==> config.mk <==
export PLATFORM = sky130hd
export DESIGN_NAME = ea_unit
export DESIGN_NICKNAME = d
export VERILOG_FILES = /design/src/rtl/ea_pkg.sv /design/src/rtl/ea_ext.sv /design/src/rtl/ea_calc.sv /design/src/rtl/ea_fsm.sv /design/src/rtl/ea_unit.sv
export SDC_FILE = /design/constraint.sdc
export NUM_CORES = 1
export LEC_CHECK = 0
export ABC_AREA = 1
export BUFFER_PORTS_ARGS = -buffer_cell sky130_fd_sc_hd__buf_2
export CAP_MARGIN = 20
export CORE_UTILIZATION = 30
export DETAILED_ROUTE_END_ITERATION = 8
export PLACE_DENSITY = 0.57
export REMOVE_ABC_BUFFERS = 1
export SLEW_MARGIN = 40
export SYNTH_ARGS = -nofsm -noshare
export SYNTH_HDL_FRONTEND = slang
export SYNTH_SLANG_ARGS = --single-unit
==> constraint.sdc <==
create_clock -name clk -period 1.5 [get_ports clk]
set_input_delay 0 -clock clk [delete_from_list [all_inputs] [get_ports clk]]
set_output_delay 0 -clock clk [all_outputs]
set_load 0.02 [all_outputs]
==> src/rtl/ea_pkg.sv <==
package ea_pkg;
    localparam int EA_W  = 24;
    localparam int REG_W = 32;

    typedef enum logic [3:0] {
        AM_REG     = 4'd0,
        AM_IND     = 4'd1,
        AM_DISP    = 4'd2,
        AM_POSTINC = 4'd3,
        AM_PREDEC  = 4'd4,
        AM_ABS     = 4'd5,
        AM_IMM     = 4'd6,
        AM_PCREL   = 4'd7,
        AM_MEMIND  = 4'd8
    } amode_t;

    typedef enum logic [1:0] {FW_8 = 2'd0, FW_16 = 2'd1, FW_24 = 2'd2, FW_32 = 2'd3} fwidth_t;
    typedef enum logic [1:0] {SZ_B = 2'd0, SZ_W = 2'd1, SZ_L = 2'd2, SZ_X = 2'd3} osize_t;

    typedef struct packed {
        logic [EA_W-1:0]  ea;
        logic             no_addr;
        logic             wb_en;
        logic [REG_W-1:0] wb_val;
    } ea_res_t;
endpackage

==> src/rtl/ea_ext.sv <==
module ea_ext
    import ea_pkg::*;
#(
    parameter int RW = REG_W,
    parameter int AW = EA_W,
    parameter int PW = 8
) (
    input  amode_t        mode,
    input  fwidth_t       fw,
    input  logic [RW-1:0] field,
    output logic [RW-1:0] off
);
    localparam int HW = 16;

    logic [RW-1:0] sx8, sx16, ones8, zx_aw, zx_ptr;

    always_comb begin
        sx8    = {{(RW-8){field[7]}}, field[7:0]};
        sx16   = {{(RW-HW){field[HW-1]}}, field[HW-1:0]};
        ones8  = {{(RW-8){1'b1}}, field[7:0]};
        zx_aw  = {{(RW-AW){1'b0}}, field[AW-1:0]};
        zx_ptr = {{(RW-PW){1'b0}}, field[PW-1:0]};
    end

    always_comb begin
        off = '0;
        unique case (mode)
            AM_DISP:   off = (fw == FW_16) ? sx16 : field;
            AM_PCREL:  off = (fw == FW_8) ? sx8 : sx16;
            AM_ABS: begin
                unique case (fw)
                    FW_8:    off = ones8;
                    FW_16:   off = sx16;
                    default: off = zx_aw;
                endcase
            end
            AM_MEMIND: off = zx_ptr;
            default:   off = '0;
        endcase
    end
endmodule

==> src/rtl/ea_calc.sv <==
module ea_calc
    import ea_pkg::*;
#(
    parameter int RW = REG_W,
    parameter int AW = EA_W
) (
    input  amode_t        mode,
    input  osize_t        osize,
    input  logic [RW-1:0] base,
    input  logic [RW-1:0] off,
    input  logic [AW-1:0] pc,
    output ea_res_t       res
);
    logic [RW-1:0] step, inc_v, dec_v, disp_v;
    logic [AW-1:0] pcr_v;

    always_comb begin
        unique case (osize)
            SZ_B:    step = RW'(1);
            SZ_W:    step = RW'(2);
            default: step = RW'(4);
        endcase
        inc_v  = base + step;
        dec_v  = base - step;
        disp_v = base + off;
        pcr_v  = pc + off[AW-1:0];
    end

    always_comb begin
        res = '0;
        unique case (mode)
            AM_IND:     res.ea = base[AW-1:0];
            AM_DISP:    res.ea = disp_v[AW-1:0];
            AM_POSTINC: begin
                res.ea     = base[AW-1:0];
                res.wb_en  = 1'b1;
                res.wb_val = inc_v;
            end
            AM_PREDEC: begin
                res.ea     = dec_v[AW-1:0];
                res.wb_en  = 1'b1;
                res.wb_val = dec_v;
            end
            AM_ABS:     res.ea = off[AW-1:0];
            AM_PCREL:   res.ea = pcr_v;
            AM_MEMIND:  res.ea = '0;
            default:    res.no_addr = 1'b1;
        endcase
    end
endmodule

==> src/rtl/ea_fsm.sv <==
module ea_fsm
    import ea_pkg::*;
#(
    parameter int AW = EA_W
) (
    input  logic          clk,
    input  logic          rst_n,
    input  logic          start,
    input  logic          is_ind,
    input  ea_res_t       calc,
    input  logic [AW-1:0] ptr,
    input  logic          fetch_valid,
    input  logic [AW-1:0] fetch_data,
    output logic          done,
    output ea_res_t       res,
    output logic          fetch_req,
    output logic [AW-1:0] fetch_addr
);
    typedef enum logic [1:0] {S_IDLE, S_FETCH, S_DONE} state_t;

    state_t        state, nxt;
    ea_res_t       res_q;
    logic [AW-1:0] ptr_q;

    always_ff @(posedge clk or negedge rst_n) begin
        if (!rst_n) state <= S_IDLE;
        else        state <= nxt;
    end

    always_comb begin
        nxt = state;
        unique case (state)
            S_IDLE:  if (start) nxt = is_ind ? S_FETCH : S_DONE;
            S_FETCH: if (fetch_valid) nxt = S_DONE;
            S_DONE:  nxt = S_IDLE;
            default: nxt = S_IDLE;
        endcase
    end

    always_ff @(posedge clk or negedge rst_n) begin
        if (!rst_n) begin
            res_q <= '0;
            ptr_q <= '0;
        end else begin
            unique case (state)
                S_IDLE: if (start) begin
                    if (is_ind) ptr_q <= ptr;
                    else        res_q <= calc;
                end
                S_FETCH: if (fetch_valid) begin
                    res_q         <= '0;
                    res_q.ea      <= fetch_data;
                end
                default: ;
            endcase
        end
    end

    always_comb begin
        done       = (state == S_DONE);
        fetch_req  = (state == S_FETCH);
        fetch_addr = ptr_q;
        res        = res_q;
        res.wb_en  = res_q.wb_en & done;
    end

    AST_DIRECT_TO_DONE: assert property (@(posedge clk) disable iff (!rst_n)
        (start && state == S_IDLE && !is_ind) |=> done);
    AST_DONE_PULSE: assert property (@(posedge clk) disable iff (!rst_n)
        done |=> !done);
    AST_REQ_HOLD: assert property (@(posedge clk) disable iff (!rst_n)
        (fetch_req && !fetch_valid) |=> (fetch_req && !done));
    AST_PTR_STABLE: assert property (@(posedge clk) disable iff (!rst_n)
        (fetch_req && !fetch_valid) |=> $stable(fetch_addr));
    AST_VALID_TO_DONE: assert property (@(posedge clk) disable iff (!rst_n)
        (fetch_req && fetch_valid) |=> (done && !fetch_req));
    AST_FETCHED_EA: assert property (@(posedge clk) disable iff (!rst_n)
        (fetch_req && fetch_valid) |=> (res.ea == $past(fetch_data) && !res.wb_en));
endmodule

==> src/rtl/ea_unit.sv <==
module ea_unit
    import ea_pkg::*;
#(
    parameter int AW = EA_W,
    parameter int RW = REG_W,
    parameter int PW = 8
) (
    input  logic          clk,
    input  logic          rst_n,
    input  logic          start,
    input  logic [3:0]    mode,
    input  logic [1:0]    fwidth,
    input  logic [1:0]    osize,
    input  logic [RW-1:0] base,
    input  logic [RW-1:0] field,
    input  logic [AW-1:0] pc,
    input  logic          fetch_valid,
    input  logic [AW-1:0] fetch_data,
    output logic          done,
    output logic [AW-1:0] ea,
    output logic          no_addr,
    output logic          wb_en,
    output logic [RW-1:0] wb_val,
    output logic          fetch_req,
    output logic [AW-1:0] fetch_addr
);
    amode_t        am;
    logic [RW-1:0] off;
    ea_res_t       calc, res;

    assign am = amode_t'(mode);

    ea_ext #(.RW(RW), .AW(AW), .PW(PW)) u_ext (
        .mode (am),
        .fw   (fwidth_t'(fwidth)),
        .field(field),
        .off  (off)
    );

    ea_calc #(.RW(RW), .AW(AW)) u_calc (
        .mode (am),
        .osize(osize_t'(osize)),
        .base (base),
        .off  (off),
        .pc   (pc),
        .res  (calc)
    );

    ea_fsm #(.AW(AW)) u_fsm (
        .clk        (clk),
        .rst_n      (rst_n),
        .start      (start),
        .is_ind     (am == AM_MEMIND),
        .calc       (calc),
        .ptr        (off[AW-1:0]),
        .fetch_valid(fetch_valid),
        .fetch_data (fetch_data),
        .done       (done),
        .res        (res),
        .fetch_req  (fetch_req),
        .fetch_addr (fetch_addr)
    );

    assign ea      = res.ea;
    assign no_addr = res.no_addr;
    assign wb_en   = res.wb_en;
    assign wb_val  = res.wb_val;
endmodule

* Word level (Yosys, flattened, before mapping)
Index checks and enable logic that the tools add are counted.
** Word-level totals
- Register bits :: 84
- Input port bits :: 124
- Output and inout bits :: 84
- Word-level logic and storage cells :: 50
** Operators by class
- Add/subtract/negate cells :: 4
- Eq/ne operators :: 14
- Mux-type cells :: 16
- Bitwise operators :: 1
- Reductions and logical operators :: 9
** Operators by type and width (count)
- 58-bit two-way mux :: 3
- 24-bit one-hot mux with 5 select lines :: 1
- 58-bit one-hot mux with 2 select lines :: 1
- 24-bit one-hot mux with 4 select lines :: 1
- 33-bit one-hot mux with 2 select lines :: 1
- 24-bit adder :: 2
- 24-bit two-way mux :: 2
- 24-bit one-hot mux with 2 select lines :: 1
- 32-bit by 3-bit adder with 32-bit output :: 1
- 32-bit by 3-bit subtractor with 32-bit output :: 1
- 4-bit by 3-bit equality test with 1-bit output, second input constant :: 3
- 4-bit by 2-bit equality test with 1-bit output, second input constant :: 2
- 2-bit by 1-bit equality test with 1-bit output, second input constant :: 3
- 2-bit logical NOT :: 3
- 2-bit two-way mux :: 3
- 2-bit inequality test, second input constant :: 3
- 3-bit one-hot mux with 2 select lines :: 1
- 6-bit OR reduction :: 1
- 4-bit by 1-bit equality test with 1-bit output, second input constant :: 1
- 4-bit equality test, second input constant :: 1
- 2-bit one-hot mux with 2 select lines :: 1
- 4-bit AND reduction :: 1
- 3-bit AND reduction :: 1
- 2-bit equality test, second input constant :: 1
- other kinds (5) :: 5

* Longest topological paths before layout
Gate-level depths: netlist of the first run.
- Word-level depth :: 8
- Mapped depth :: 23
- Mapped depth without buffers :: 22

* Cells and area by module
From an unflattened synthesis of the first run, not the netlist that was laid out.
** Unflattened totals
- Cells, all modules :: 1874
- Area total of the unflattened synthesis :: 10526.3 um^2
** Modules (own cells, without submodules)
- ea_calc :: instances 1, cells an instance 1058, area an instance 4978.5 um^2, seq. area each 0.0 um^2
- ea_fsm :: instances 1, cells an instance 575, area an instance 4413.0 um^2, seq. area each 2102.0 um^2
- ea_ext :: instances 1, cells an instance 235, area an instance 1112.3 um^2, seq. area each 0.0 um^2
- ea_unit :: instances 1, cells an instance 6, area an instance 22.5 um^2, seq. area each 0.0 um^2

* Worst setup path before layout of the first run
Ideal clock, no wire load.
- Kind :: input-to-reg
- From :: input mode[3]
- To :: register, netlist name u_fsm.res[43]
- Library setup time :: 0.122 ns
- Data arrival time :: 2.339 ns
- Required time :: 1.378 ns
- Path slack :: -0.961 ns
- Stages on the path :: 18
- Buffers on the path :: 0
- Cell sequence :: inv_1 > nand2_1 > nor2_1 > nor2_1 > inv_2 > nor3_2 > nor2_1 > ha_1 > or2_2 > nand3_1 > nand2_1 > nand2_1 > nand2_1 > or2_2 > nand3_1 > nand3_1 > nand2_1 > a21oi_1
** Between the ends
- Cells in the longest elaborated chain, start to end :: 7
- Elaborated cells between the ends (all ways) :: 17
- Those cells by class :: 2 x add/sub; 8 x eq/ne; 5 x mux; 2 x reduce/logical
** RTL lines
- start: declaration :: RTL line ea_unit.sv:11 : input logic [3:0] mode,
- 4-bit equality test (tied with other cells) :: RTL line ea_ext.sv:27 : unique case (mode)
- 24-bit one-hot mux with 4 select lines * :: RTL line ea_ext.sv:27
- net off[2] :: RTL line ea_unit.sv:28 : logic [RW-1:0] off;
- 24-bit adder (on tied branches) :: RTL line ea_calc.sv:26, ea_calc.sv:25
- 24-bit one-hot mux with 5 select lines * :: RTL line ea_calc.sv:31 : unique case (mode)
- 58-bit two-way mux * :: RTL line ea_fsm.sv:47 : if (is_ind) ptr_q <= ptr;
- 58-bit two-way mux * :: RTL line ea_fsm.sv:46 : S_IDLE: if (start) begin
- 58-bit one-hot mux with 2 select lines * :: RTL line ea_fsm.sv:45 : unique case (state)
The timed path passes the listed nets; every way through them passes the cells marked *. The select of a mux whose other input is x is not followed.
A chain may end at the register's enable or synchronous reset.

* Worst setup path after layout of the first run
- From :: input mode[3]
- To :: register, netlist name u_fsm.res[38]
** Between the ends
- Cells in the longest elaborated chain, start to end :: 7
- Elaborated cells between the ends (all ways) :: 17
- Those cells by class :: 2 x add/sub; 8 x eq/ne; 5 x mux; 2 x reduce/logical
** RTL lines (RTL line)
- 4-bit equality test (tied with other cells) :: ea_ext.sv:27
- 24-bit one-hot mux with 4 select lines * :: ea_ext.sv:27
- net off[2] :: ea_unit.sv:28
- 24-bit adder (on tied branches) :: ea_calc.sv:26, ea_calc.sv:25
- 24-bit one-hot mux with 5 select lines * :: ea_calc.sv:31
- 58-bit two-way mux * :: ea_fsm.sv:47
- 58-bit two-way mux * :: ea_fsm.sv:46
- 58-bit one-hot mux with 2 select lines * :: ea_fsm.sv:45
Marks and branches as above.

==> reports/metrics.yaml, run 1 <==
layout_setup_ws_ns: -0.6289
fin_skew_ns: 0.01138
fmax_mhz: 469.7
worstSetupStartpointType: "input port"
num_rows: 61
viasPerCell: 4.949
ant_nets: 0
end_kind: "register"
dr_total_vias: 11220
period_share_pct: 141.9
relSlewSlack_pct: 59.00
nets: 2040
yosys_warnings: 0
netlist.top_cell.by_area: "dfrtp_1"
htree_levels: 3
fill_cells: 2887
die_h_um: 171.8
first_global_vias: 10680
synth_seq_area_share_pct: 24.31
yosysUniqueCellTypes: 45
grt.total_usage_pct: 26.81
place_congestion: 0.9501
max-cap-violations: 0
hold_violations: 0
wl_per_cell_um: 17.65
ys_top_cells_by_area: "dfrtp_1 (24%), nand2_1 (19%), nor2_1 (7.9%), inv_1 (7.4%), nand3_1 (6.0%)"
first_pass_iters: 5
drc: 0
synth_edf_count: 0
netlist_area_mm2: 0.008647
required_ns: 1.75
core_mm2: 0.02809
grt_pass1_wl_um: 59020
ys.flop_type: "dfrtp_1"
critical_path_class: "in -> reg"
clk_root_buffer_cell: "clkbuf_16"
fp.dieW_um: 171.8
crit_fanout: 7
max-clock-path-buffers: 2
initial_core_util_pct: 30.79
ys_seq_elements: 84
numCtsBuffers: 9
drtIter0Drc: 825
io_buffer_count: 199
ir_drop_v: 0.0006177
min_period_ns: 2.129
status: "complete, but fails checks"
path_clk_slew_ns: 0.07
netlist.area_leader.share_pct: 24.31
dieArea_mm2: 0.02951
hold_class: "in -> reg"
wirelength_um: 40020
place_hpwl_um: 30780
cp.arrival_ns: 2.38
synthArstFlopShare_pct: 100.0
synth_cells: 1440
grt_setup_unrepaired: "yes"
violations: "negative setup slack"
synth_area_per_cell_um2: 6.005
slew_viol_final: 0
antenna_found_initial: 0
drive_gt1_share_pct: 46.59
cts_tree: "built"
antenna_cells: 0
clock_latency_ns: 0.37
setup_tns_ns: -17.84
p_per_area_mw_per_mm2: 977.1
grt_overflow: 0
power_leakage_nw: 7.261
power_mw: 14.05
io-pin-count: 208
setup_viol: 58
cts.sinks: 84
fin_util_pct: 51.21
tightest_slew_ns: 0.6094
grt_max_degree: 35
area_delta_synth_final_pct: 66.33
cell usage after synthesis (all sizes together), types with 4 or more instances:
cell type and instances:
nor4 7, o22ai 4, buf 87, o21ai 99, nand3 105, nand2 432
a22o 11, or2 11, xor2 7, nor3 29, ha 29, nand4 19
nand3b 10, clkbuf 12, a21oi 92, a21o 4, nor2 196, dfrtp 84
inv 179
sequential cells by signal, summed over array words and instances, names as in the netlist:
name / cells
u_fsm.res: 57
u_fsm.fetch_addr: 24
u_fsm.state: 2
u_fsm.res_q: 1
power breakdown:
group          leakage, nW  switching, mW  internal [mW]
logic                 6.03           4.74           3.26
clock network        0.158           1.08           1.41
registers             1.07          0.486           3.08
what timing repair did:
| item | in CTS | in global routing |
|---|---|---|
| setup buffers | 36 | 16 |
| hold buffers | 25 | 0 |
| endpoints found under the setup margin | 59 | 59 |
| resized for setup | 291 | 235 |
| gates cloned | 7 | 1 |
| pin swaps | 119 | 149 |
| hold endpoints to repair | 96 | 0 |
cells by family after synthesis:
| family | synth area share, % |
|---|---|
| AOI/OAI and AO/OA | 14.37 |
| xor gates and xnor gates | 0.7090 |
| adders and majority gates | 4.891 |
| buffers and inverters | 15.47 |
| DFF | 24.31 |
| and+or+nand+nor | 40.25 |
layout make-up:
cell class	count	area (um^2)	share of cell area (%)
Sequential cell	84	2105	14.63
Tap cell	378	473.0	3.288
Multi-Input combinational cell	1077	6748	46.92
Clock inverter	5	67.56	0.4698
Inverter	180	715.7	4.976
Clock buffer	11	252.7	1.757
Timing Repair Buffer	532	4021	27.96
routing by layer:
metal / wire, um / share of wire [%] / track usage (%)
met1: 17870 / 45 / 35.52
met2: 18770 / 47 / 45.17
met3: 2336 / 5.8 / 3.336
met4: 1050 / 2.6 / 8.157
met5: 0 / 0 / 0
cells in the final DEF, fill, tap and decap left out, drive strengths merged, types with 5 or more instances in the layout:
| cell type | Yosys | routed |
|---|---|---|
| a21oi | 92 | 92 |
| a22o | 11 | 11 |
| buf | 87 | 506 |
| clkbuf | 12 | 12 |
| clkinv | 1 | 5 |
| dfrtp | 84 | 84 |
| dlygate4sd3 | 0 | 25 |
| ha | 29 | 29 |
| inv | 179 | 179 |
| nand2 | 432 | 432 |
| nand3 | 105 | 105 |
| nand3b | 10 | 10 |
| nand4 | 19 | 19 |
| nor2 | 196 | 196 |
| nor3 | 29 | 29 |
| nor4 | 7 | 7 |
| o21ai | 99 | 99 |
| or2 | 11 | 11 |
| xor2 | 7 | 7 |
worst max-delay path, cell delays in order:
cell	delay (ns)
buf_8	0.09
clkinv_8	0.06
nand2_8	0.07
nor2_4	0.04
buf_6	0.12
nor3_4	0.37
nor2_1	0.08
ha_1	0.34
buf_6	0.14
nand2_4	0.06
nor2_2	0.04
nor2_2	0.13
inv_2	0.09
or2_2	0.28
nand3_1	0.12
o2111ai_1	0.13
nand2_1	0.12
a21oi_1	0.08
through the flow:
step,instance area (um^2),std cells,hold slack (ns),setup WS [ns]
3_5_place_dp,11490,2175,-0.01084,-1.387
6_report,14380,2267,0.008964,-0.6289
5_1_grt,14380,2267,0.01607,-0.7707
3_3_place_gp,11490,2175,-0.01450,-1.345
2_1_floorplan,7990,1341,-0.2956,-2.317
4_1_cts,13490,2257,0.008037,-0.6577
final timing paths:
check / start / to / slack, ns / depth (start not counted)
min reg2reg: u_fsm.res[27] / u_fsm.res[27] / 0.48 / 1
max reg2reg: u_fsm.state[1] / u_fsm.res[36] / -0.31 / 10
max in group asynchronous: rst_n / u_fsm.res[26] / 0.83 / 3
max: mode[3] / u_fsm.res[38] / -0.63 / 18
min in group asynchronous: rst_n / u_fsm.res[39] / 0.12 / 2
min: fetch_data[9] / u_fsm.res[43] / 0.009 / 3
(Power assumes the default switching activity.)
==> run 2, diff against run 1 <==
- ABC_AREA: 1 -> not set
- CTS_CLUSTER_DIAMETER: not set -> 150
==> reports/metrics.yaml, run 2 <==
nets: 1602  # -21%
crit_fanout: 5  # -2
initial_core_util_pct: 30.65  # -0.14 points
io_buffer_count: 199  # unchanged
met3_usage_pct: 4.695  # +1.4 points
critical_path_class: "in -> reg"
drtIter0Drc: 965  # +17%
synth_area_per_cell_um2: 8.098  # +35%
dr_total_vias: 9632  # -14%
grt_pass1_wl_um: 53120  # -10%
startpoint: "mode[3]"
grt_max_degree: 48  # +37%
grt-busiest-layer: "met2"
hold_class: "in -> reg"
dieArea_mm2: 0.02735  # -7.3%
die_h_um: 165.4  # -3.7%
netlist_area_mm2: 0.008009  # -7.4%
violations: "design-rule violations, negative setup slack"
synth_compound_area_share_pct: 27.61  # +13 points
netlist.top_cell.by_area: "dfrtp_1"
clk_root_buffer_cell: "clkbuf_16"
power.internal_mw: 5.536  # -29%
slew_viol_final: 0  # unchanged
ant_nets: 0  # unchanged
grtUsageMet1_pct: 34.18  # -1.3 points
setup_tns_ns: -26.63  # -8.788 ns
fin_skew_ns: 0.007637  # -0.003744 ns
drc: 24  # +24
layout_commonest_cell: "buf_4"
synth_edf_count: 0  # unchanged
ys_top_cells_by_area: "dfrtp_1 (26%), buf_4 (5.7%), o21ai_0 (5.0%), a21oi_1 (4.6%), ha_1 (4.5%)"
worstSetupStartpointType: "input port"
power_leakage_nw: 6.435  # -11%
required_ns: 1.75  # about the same
most-common-layout-cells: "buf_4 (270), buf_2 (190), dfrtp_1 (84)"
tightest_slew_ns: 0.7129  # +0.1035 ns
grt.total_usage_pct: 25.96  # -0.85 points
timing.rr.start: "u_fsm.state[0]"
ys_seq_elements: 84  # unchanged
ys.flop_type: "dfrtp_1"
place_hpwl_um: 26890  # -13%
synth_top_family_by_area: "compound AO/OA/AOI/OAI gates"
synth_commonest_cells: "dfrtp_1 (84), nand2_1 (83), o21ai_0 (80)"
hold_violations: 0  # unchanged
numCtsBuffers: 9  # unchanged
htree_levels: 3  # unchanged
whs_ns: 0.01479  # +0.005821 ns
largest_reg_flops: 57  # unchanged
p_sw_mw: 3.431  # -46%
path_clk_slew_ns: 0.08  # about the same
fin_util_pct: 53.36  # +2.2 points
end_kind: "register"
post-place-cells: 1692  # -22%
p_clk_share_pct: 26.9  # +9.2 points
max-clock-path-buffers: 2  # unchanged
wl_per_cell_um: 20.75  # +18%
cp.arrival_ns: 2.58  # +0.20 ns
status: "complete, but fails checks"
hold_start: "fetch_data[14]"
synth_mux_area_share_pct: 4.593  # +4.6 points
synth_simple_gate_area_share_pct: 21.20  # -19 points
layout_setup_ws_ns: -0.8363  # -0.2074 ns
fmax_mhz: 428.0  # -8.9%
place_congestion: 0.9342  # -1.7%
wirelength_um: 37060  # -7.4%
relSlewSlack_pct: 52.30  # -6.7 points
first_global_vias: 9182  # -14%
synthArstFlopShare_pct: 100.0  # unchanged
area_delta_synth_final_pct: 74.11
placed_cell_area_mm2: 0.01097  # -4.5%
synth_seq_area_share_pct: 26.25  # +1.9 points
preCtsSetupSlack_ns: -1.668  # -0.2813 ns
yosys_warnings: 0  # unchanged
synth_xor_area_share_pct: 4.812  # +4.1 points
yosysUniqueCellTypes: 82  # +82%
synth_fa_ha_area_share_pct: 5.280  # +0.39 points
first_pass_iters: 9  # +4
final_cells: 1786  # -21%
cts.sinks: 84  # unchanged
power_mw: 8.967  # -36%
fill_cells: 2365  # -18%
min_period_ns: 2.336  # +0.2074 ns
p_per_area_mw_per_mm2: 643.0  # -34%
netlist.area_leader.share_pct: 26.25  # +1.9 points
antenna_found_initial: 1  # +1
setup_viol: 67  # +16%
design_area_mm2: 0.01394  # -3.0%
met2_usage_pct: 43.00  # -2.2 points
fp.dieW_um: 165.4  # -3.7%
cts_tree: "built"
seqPwrFrac_pct: 29.8  # +4.4 points
clock_latency_ns: 0.36  # about the same
antenna_cells: 0  # unchanged
max-cap-violations: 0  # unchanged
drive_gt1_share_pct: 57.20  # +11 points
power_frac_comb_pct: 43.3  # -14 points
core_mm2: 0.02613  # -7.0%
grt_setup_unrepaired: "yes"
io-pin-count: 208  # unchanged
grt_overflow: 0  # unchanged
ir_drop_v: 0.0004855  # -21%
synth_cells: 989  # -31%
num_rows: 59  # -3.3%
synth.most_common_cell: "dfrtp_1"
period_share_pct: 155.8  # +14 points
switching_share_pct: 38.27  # -6.6 points
viasPerCell: 5.393  # +9.0%
## run 2: cell count changes after synthesis, moves of 15 or more
| cell | change |
|---|---|
| a21oi_1 | -18 |
| a22oi_1 | +20 |
| and2_1 | +19 |
| and3_1 | +15 |
| clkbuf_1 | +29 |
| inv_1 | -145 |
| mux2_2 | +30 |
| nand2_1 | -346 |
| nand3_1 | -77 |
| nor2_1 | -127 |
| nor2b_1 | +20 |
| xnor2_1 | +23 |
## run 2: worst paths after layout
| kind | to | slack [ns] | depth (start not counted) |
|---|---|---|---|
| max | u_fsm.res[57] | -0.84 | 14 |
| min | u_fsm.res[48] | 0.01 | 4 |
| max reg2reg | u_fsm.res[56] | -0.47 | 8 |
| min reg2reg | u_fsm.fetch_addr[16] | 0.49 | 1 |
| max in group asynchronous | u_fsm.res[47] | 0.95 | 3 |
| min in group asynchronous | u_fsm.res[37] | 0.02 | 2 |
## run 2: power by group through the flow
| stage | Sequential (mW) | Clock [mW] | Combinational (mW) |
|---|---|---|---|
| 3_3_place_gp | 2.71 | 0 | 3.02 |
| 5_1_grt | 2.70 | 2.53 | 4.13 |
| 2_1_floorplan | 3.00 | 0 | 1.12 |
| 6_report | 2.67 | 2.41 | 3.88 |
| 4_1_cts | 2.68 | 2.45 | 3.62 |
| 3_5_place_dp | 2.72 | 0 | 3.04 |
## run 2: worst max-delay path, cell delays in order
cell,delay [ns]
buf_8,0.11
buf_6,0.12
nor4bb_4,0.37
o21a_4,0.21
a21o_1,0.14
ha_4,0.22
buf_6,0.12
a21oi_2,0.12
o211ai_1,0.13
or2_4,0.26
a221o_1,0.36
a31oi_2,0.19
xnor2_1,0.14
o22ai_1,0.08
## run 2: area by class of cell
| type | count | area (um^2) | share of cell area [%] |
|---|---|---|---|
| Clock buffer | 9 | 225.2 | 1.615 |
| Sequential cell | 84 | 2102 | 15.07 |
| Inverter | 26 | 102.6 | 0.7358 |
| Timing Repair Buffer | 569 | 4364 | 31.30 |
| Clock inverter | 7 | 73.82 | 0.5294 |
| Multi-Input combinational cell | 756 | 6658 | 47.74 |
| Tap cell | 335 | 419.2 | 3.006 |
## run 2: what timing repair did
| action | 4_1_cts | 5_1_grt |
|---|---|---|
| buffers inserted | 45 | 30 |
| cloned | 2 | 3 |
| pin swaps | 139 | 147 |
| gates resized for setup | 304 | 152 |
| endpoints found under the setup margin | 61 | 67 |
| hold buffers | 19 | 0 |
| hold endpoints to repair | 102 | 0 |
## run 2: logic make-up after synthesis
kind of cell / after synthesis
flip-flops: 84
AND/OR/NAND/NOR: 317
buffers and inverters: 149
AO/OA/AOI/OAI: 330
XOR/XNOR: 44
multiplexers: 33
adder cells (fa/ha/maj): 32
## run 2: layer usage
layer | wire [um] | part of all wire (%) | vias up
met2 | 17640 | 48 | 367
li1 | - | - | 4516
met3 | 2411 | 6.5 | 75
met4 | 1081 | 2.9 | 2
met1 | 15920 | 43 | 4672
met5 | 13 | 0.035 | -
